**src/rtl/coll_retry_pkg.sv**
```systemverilog
package coll_retry_pkg;

    localparam int REG_W   = 32;
    localparam int WIN_W   = 6;
    localparam int RETRY_W = 4;
    localparam int WIN_LSB = 8;
    localparam int LIM_LSB = 0;
    localparam int CNT_W   = WIN_W + 1;

    localparam logic [WIN_W-1:0]   WIN_RST   = 6'h37;
    localparam logic [RETRY_W-1:0] LIMIT_RST = 4'hF;

    typedef enum logic [2:0] {
        OUT_NONE,
        OUT_RETRY,
        OUT_LATE,
        OUT_ABORT,
        OUT_OK
    } outcome_e;

    typedef struct packed {
        logic [WIN_W-1:0]   window;
        logic [RETRY_W-1:0] limit;
    } coll_cfg_t;

    function automatic logic [REG_W-1:0] cfg_pack(coll_cfg_t c);
        logic [REG_W-1:0] w;
        w = '0;
        w[WIN_LSB +: WIN_W]   = c.window;
        w[LIM_LSB +: RETRY_W] = c.limit;
        return w;
    endfunction

    function automatic coll_cfg_t cfg_unpack(logic [REG_W-1:0] w);
        coll_cfg_t c;
        c.window = w[WIN_LSB +: WIN_W];
        c.limit  = w[LIM_LSB +: RETRY_W];
        return c;
    endfunction

endpackage

```
**src/rtl/coll_cfg_reg.sv**
```systemverilog
module coll_cfg_reg
    import coll_retry_pkg::*;
(
    input  logic             clk,
    input  logic             rst,
    input  logic             we,
    input  logic [REG_W-1:0] wdata,
    output logic [REG_W-1:0] rdata,
    output coll_cfg_t        cfg
);

    coll_cfg_t cfg_q;

    always_ff @(posedge clk) begin
        if (rst) begin
            cfg_q.window <= WIN_RST;
            cfg_q.limit  <= LIMIT_RST;
        end else if (we) begin
            cfg_q <= cfg_unpack(wdata);
        end
    end

    assign cfg   = cfg_q;
    assign rdata = cfg_pack(cfg_q);

    assert_write_lands_R2: assert property (@(posedge clk) disable iff (rst)
        $past(we) && !$past(rst) |-> cfg_q.window == $past(wdata[WIN_LSB +: WIN_W])
                                  && cfg_q.limit == $past(wdata[LIM_LSB +: RETRY_W]));

    assert_reserved_zero_R2: assert property (@(posedge clk) disable iff (rst)
        (rdata & ~(((REG_W)'((1 << WIN_W) - 1) << WIN_LSB)
                 | ((REG_W)'((1 << RETRY_W) - 1) << LIM_LSB))) == '0);

endmodule

```
**src/rtl/coll_byte_counter.sv**
```systemverilog
module coll_byte_counter
    import coll_retry_pkg::*;
(
    input  logic             clk,
    input  logic             rst,
    input  logic             restart,
    input  logic             byte_tx,
    input  logic [WIN_W-1:0] window,
    output logic             in_window
);

    logic [CNT_W-1:0] cnt_q;

    always_ff @(posedge clk) begin
        if (rst || restart) begin
            cnt_q <= '0;
        end else if (byte_tx && cnt_q != '1) begin
            cnt_q <= cnt_q + 1'b1;
        end
    end

    assign in_window = cnt_q < CNT_W'(window);

    assert_restart_clears_R3: assert property (@(posedge clk) disable iff (rst)
        $past(restart) && !$past(rst) |-> cnt_q == '0);

    assert_count_step_R3: assert property (@(posedge clk) disable iff (rst)
        !$past(restart) && !$past(rst) |-> cnt_q - $past(cnt_q) <= CNT_W'(1));

endmodule

```
**src/rtl/coll_attempt_fsm.sv**
```systemverilog
module coll_attempt_fsm
    import coll_retry_pkg::*;
(
    input  logic               clk,
    input  logic               rst,
    input  logic               frame_start,
    input  logic               collision,
    input  logic               frame_end,
    input  logic               in_window,
    input  logic [RETRY_W-1:0] limit,
    output outcome_e           outcome
);

    logic               active_q;
    logic [RETRY_W-1:0] retries_q;
    outcome_e           outcome_q;
    outcome_e           next_out;

    always_comb begin
        next_out = OUT_NONE;
        if (active_q) begin
            if (collision) begin
                if (!in_window)              next_out = OUT_LATE;
                else if (retries_q >= limit) next_out = OUT_ABORT;
                else                         next_out = OUT_RETRY;
            end else if (frame_end) begin
                next_out = OUT_OK;
            end
        end
    end

    always_ff @(posedge clk) begin
        if (rst) begin
            active_q  <= 1'b0;
            retries_q <= '0;
            outcome_q <= OUT_NONE;
        end else begin
            outcome_q <= next_out;
            unique case (next_out)
                OUT_RETRY: begin
                    active_q  <= 1'b0;
                    retries_q <= retries_q + 1'b1;
                end
                OUT_LATE, OUT_ABORT, OUT_OK: begin
                    active_q  <= 1'b0;
                    retries_q <= '0;
                end
                default: if (frame_start) active_q <= 1'b1;
            endcase
        end
    end

    assign outcome = outcome_q;

    assert_outcome_needs_attempt_R8: assert property (@(posedge clk) disable iff (rst)
        outcome_q != OUT_NONE |-> $past(active_q));

    assert_abort_at_limit_R6: assert property (@(posedge clk) disable iff (rst)
        outcome_q == OUT_ABORT |-> $past(retries_q) >= $past(limit) && $past(in_window));

    assert_retry_in_window_R4: assert property (@(posedge clk) disable iff (rst)
        outcome_q == OUT_RETRY |-> $past(in_window) && $past(collision));

    assert_late_outside_R5: assert property (@(posedge clk) disable iff (rst)
        outcome_q == OUT_LATE |-> !$past(in_window) && retries_q == '0);

    assert_ok_clears_R7: assert property (@(posedge clk) disable iff (rst)
        outcome_q == OUT_OK |-> retries_q == '0 && !$past(collision));

endmodule

```
**src/rtl/coll_retry_ctrl.sv**
```systemverilog
module coll_retry_ctrl
    import coll_retry_pkg::*;
(
    input  logic        clk,
    input  logic        rst,
    input  logic        cfg_we,
    input  logic [31:0] cfg_wdata,
    output logic [31:0] cfg_rdata,
    input  logic        frame_start,
    input  logic        byte_tx,
    input  logic        collision,
    input  logic        frame_end,
    output logic        retry_pulse,
    output logic        done_ok_pulse,
    output logic        abort_excess_pulse,
    output logic        late_coll_pulse
);

    coll_cfg_t cfg;
    logic      in_window;
    outcome_e  outcome;

    coll_cfg_reg u_cfg (
        .clk   (clk),
        .rst   (rst),
        .we    (cfg_we),
        .wdata (cfg_wdata),
        .rdata (cfg_rdata),
        .cfg   (cfg)
    );

    coll_byte_counter u_cnt (
        .clk       (clk),
        .rst       (rst),
        .restart   (frame_start),
        .byte_tx   (byte_tx),
        .window    (cfg.window),
        .in_window (in_window)
    );

    coll_attempt_fsm u_fsm (
        .clk         (clk),
        .rst         (rst),
        .frame_start (frame_start),
        .collision   (collision),
        .frame_end   (frame_end),
        .in_window   (in_window),
        .limit       (cfg.limit),
        .outcome     (outcome)
    );

    assign retry_pulse        = (outcome == OUT_RETRY);
    assign done_ok_pulse      = (outcome == OUT_OK);
    assign abort_excess_pulse = (outcome == OUT_ABORT);
    assign late_coll_pulse    = (outcome == OUT_LATE);

    assert_single_outcome_R8: assert property (@(posedge clk) disable iff (rst)
        $onehot0({retry_pulse, done_ok_pulse, abort_excess_pulse, late_coll_pulse}));

    assert_pulse_one_cycle_R8: assert property (@(posedge clk) disable iff (rst)
        (retry_pulse || done_ok_pulse || abort_excess_pulse || late_coll_pulse)
        |=> !(retry_pulse || done_ok_pulse || abort_excess_pulse || late_coll_pulse));

endmodule

```
**config.mk**
```make
export PLATFORM = sky130hd
export DESIGN_NAME = coll_retry_ctrl
export DESIGN_NICKNAME = d
export VERILOG_FILES = /design/src/rtl/coll_retry_pkg.sv /design/src/rtl/coll_cfg_reg.sv /design/src/rtl/coll_byte_counter.sv /design/src/rtl/coll_attempt_fsm.sv /design/src/rtl/coll_retry_ctrl.sv
export SDC_FILE = /design/constraint.sdc
export NUM_CORES = 1
export LEC_CHECK = 0
export BUFFER_PORTS_ARGS = -buffer_cell sky130_fd_sc_hd__buf_2
export CAP_MARGIN = 10
export CORE_ASPECT_RATIO = 0.7
export CORE_MARGIN = 2
export CORE_UTILIZATION = 40
export DETAILED_ROUTE_END_ITERATION = 6
export HOLD_SLACK_MARGIN = 0.12
export PLACE_DENSITY = 0.74
export SKIP_LAST_GASP = 1
export SLEW_MARGIN = 0
export SYNTH_ARGS = -nofsm -noshare
export SYNTH_HDL_FRONTEND = slang
export SYNTH_HIERARCHICAL = 1
export SYNTH_SLANG_ARGS = --single-unit
```
**constraint.sdc**
```tcl
create_clock -name clk -period 2.2 [get_ports clk]
set_input_delay 0.44 -clock clk [delete_from_list [all_inputs] [get_ports clk]]
set_output_delay 0.44 -clock clk [all_outputs]
set_load 0.03 [all_outputs]
```
==> impl_metrics.tcl <==
set metrics [dict create \
    reg2reg_slack_ns 0.13 \
    worstPathRequired_ns 2.35 \
    power_density_nw_per_um2 556 \
    grt_max_degree 20 \
    hold_class "input pin to register" \
    finalWirelength_mm 2.79 \
    r2r-end "u_fsm/outcome[1]" \
    grtUsageTotal_pct 12.7 \
    n_antenna_cell 0 \
    via_per_inst 4.55 \
    setup_slack_ns 0.126 \
    clock-sinks 25 \
    drcViolationCount 0 \
    min_from "cfg_wdata[2]" \
    ctsRootBufferMaster "clkbuf_8" \
    cpPeakStageDelay_ns 0.37 \
    power_frac_clock_pct 28.7 \
    path_class "register to register" \
    cts_tree "yes" \
    ff2ff_path_depth 8 \
    yosysSeqAreaShare_pct 32.6 \
    synth_area_sq_um 1530 \
    hold_slack_ns 0.368 \
    cp-start-kind "register" \
    drv_cap 0 \
    dp_hpwl_mm 2.04 \
    rsz0062_at_grt "no" \
    fin_area_sq_um 1730 \
    clkSlewWorstSetupHoldPaths_ns 0.09 \
    initial_utilization_pct 42.6 \
    wl_per_cell_um 11.4 \
    cp_data_arrival_time_ns 2.23 \
    crit_chain "inv_1 > ha_1 > a21o_1 > a2111oi_4 > inv_2 > a2111oi_4 > buf_4 > a21oi_1" \
    path_common_cell "a2111oi_4" \
    area_delta_synth_final_pct 12.6 \
    p_leak_nw 0.829 \
    pwr-share-seq_pct 50.9 \
    finalCriticalPeriod_ns 2.07 \
    die_area_sq_um 4350 \
    r2r_start "u_cfg/cfg[8]" \
    num_rows 18 \
    regArea_sq_um 507 \
    end_kind "register" \
    final_cell_mix "buf_2 (30), conb_1 (22), dfxtp_1 (20), inv_1 (11)" \
    finalSetupViolCount 0 \
    die_h_um 55.8 \
    io_buffer_count 30 \
    p_sw_mw 0.298 \
    switching_share_pct 31.0 \
    grt_pass1_wl_mm 4.46 \
    drive_above_1_share_pct 32.0 \
    pre_cts_slack_ns -0.122 \
    clock_latency_ns 0.27 \
    ys.flop_type "dfxtp_1" \
    globalRoute.totalOverflow 0 \
    synth_edf_count 0 \
    drt_first_iter_violations 49 \
    min_period_over_period_pct 94.3 \
    ir_drop_mv 0.318 \
    cp_max_fo 2 \
    hold_end "u_cfg/cfg[2]" \
    syn_avg_cell_area_sq_um 9.13 \
    nFillCells 368 \
    outcome "completed" \
    cts_hold_buf 0 \
    place_inst 238 \
    cts_htree_levels 1 \
    drt-pass1-iter-count 4 \
    p_comb_share_pct 20.4 \
    postRouteAntennaNets 0 \
    routabilityCongestion 0.762 \
    place_area_sq_um 1590 \
    async_reset_ff_share_pct 0 \
    grt_pass1_vias 977 \
    layout.nets 245 \
    finClkSkew_ns 0.00302 \
    tns_ns 0 \
    critPathSlowestCell "a2111oi_4" \
    synthCells 168 \
    die_w_um 78.0 \
    ys_warn_count 6 \
    numCtsBuffers 3 \
    multi_input_area_sq_um 863 \
    detailroute.via_count 1111 \
    final_common_cell "buf_2" \
    slew_violations 0 \
    synthDistinctLibCells 39 \
    coreArea_sq_um 3600 \
    max_freq_ghz 0.482 \
    worstHoldPathCells 2 \
    cts_max_path_buffers 2 \
    fin_cells 244 \
    antenna_found_initial 0 \
    io_pins 75 \
    ys_ff_latch 25 \
    finalHoldViolCount 0 \
    p_int_mw 0.662 \
]
[synthesized netlist by cell type, types with 2 or more instances]
library cell  number  share of area, %
a2111oi_2          2               2.0
a211o_1            9               5.1
a21oi_1            2              0.65
buf_4             32                16
clkbuf_1           2              0.49
dfxtp_1           25                33
ha_1              11               9.0
inv_1             12               2.9
mux2i_1            2               1.3
nand2_1            4              0.98
nand2b_4           2               1.8
nand3_1            6               2.0
nor2_1            10               2.4
nor2b_1           10               4.1
nor3_1             9               2.9
nor3b_1            4               2.0
xnor2_1            2               1.1
xor2_1             3               1.7
[through the flow]
step / utilization, % / power (mW)
finish: 47.9 / 0.960
global route: 47.9 / 1.01
CTS: 45.9 / 0.966
detailed placement: 44.1 / 0.685
global placement: 44.1 / 0.683
floorplan: - / 0.689
[kinds of logic (layout without fill, tap and decap cells)]
kind of cell             after synthesis  in the layout  synth area share, %
AND/OR/NAND/NOR                       52             52                 19.7
other                                  1             22                0.244
XOR/XNOR                               5              5                 2.86
flip-flops                            25             25                 32.6
adder cells (fa/ha/maj)               11             11                 8.97
multiplexers                           2              2                 1.31
AO/OA/AOI/OAI                         24             24                 13.5
buffers and inverters                 48             53                 20.8
[power groups by stage]
stage                     Combinational, mW  Sequential [mW]  Clock [mW]
after detailed placement              0.186            0.499           0
after global placement                0.185            0.498           0
after floorplan                       0.194            0.495           0
final                                 0.196            0.489       0.275
after CTS                             0.188            0.488       0.290
after global routing                  0.215            0.492       0.300
[critical path: cells and delay by family, from the launching register on]
family | cells | cell delay (ns)
AOI/OAI and AO/OA | 4 | 1.00
buffers and inverters | 3 | 0.31
adders and majority gates | 1 | 0.30
DFF | 1 | 0.33
[layer usage]
metal  up-vias  GRT usage, %  part of all wire, %
li1        579             -                    -
met1       492          18.7                   53
met2        38          18.3                   40
met3         2          3.25                  5.8
met4         0          3.26                 0.68
met5         -             0                    0
[state kept, by name (all words and copies together), names as in the netlist]
name / cells
u_cfg/cfg: 10
u_fsm/outcome: 3
u_fsm/active_q: 1
u_fsm/retries_q: 4
u_cnt/cnt_q: 7
[what timing repair did]
action,CTS,global route
pin swaps,2,10
setup endpoints to repair,5,5
buffers inserted,0,2
gates resized for setup,2,13
[how the worst max path moves through the flow]
stage          depth (start not counted)            endpoint  slack, ns          from
3_5_place_dp                           9  u_fsm/retries_q[2]      -0.12  u_cfg/cfg[5]
3_3_place_gp                           9  u_fsm/retries_q[3]      -0.03  u_cfg/cfg[5]
6_report                               8    u_fsm/outcome[1]       0.13  u_cfg/cfg[8]
2_1_floorplan                          9  u_fsm/retries_q[0]       0.19  u_cfg/cfg[5]
4_1_cts                                9  u_fsm/retries_q[1]       0.02  u_cfg/cfg[5]
5_1_grt                                9  u_fsm/retries_q[1]       0.01  u_cfg/cfg[9]
[cell type report]
type                            instances  area share (%)
Inverter                               12            2.61
Tap cell                               50            3.62
Clock buffer                            3            2.39
Multi-Input combinational cell        116            50.0
Sequential cell                        25            29.3
Clock inverter                          1           0.290
Timing Repair Buffer                   37            11.7
(Power assumes the default switching activity.)
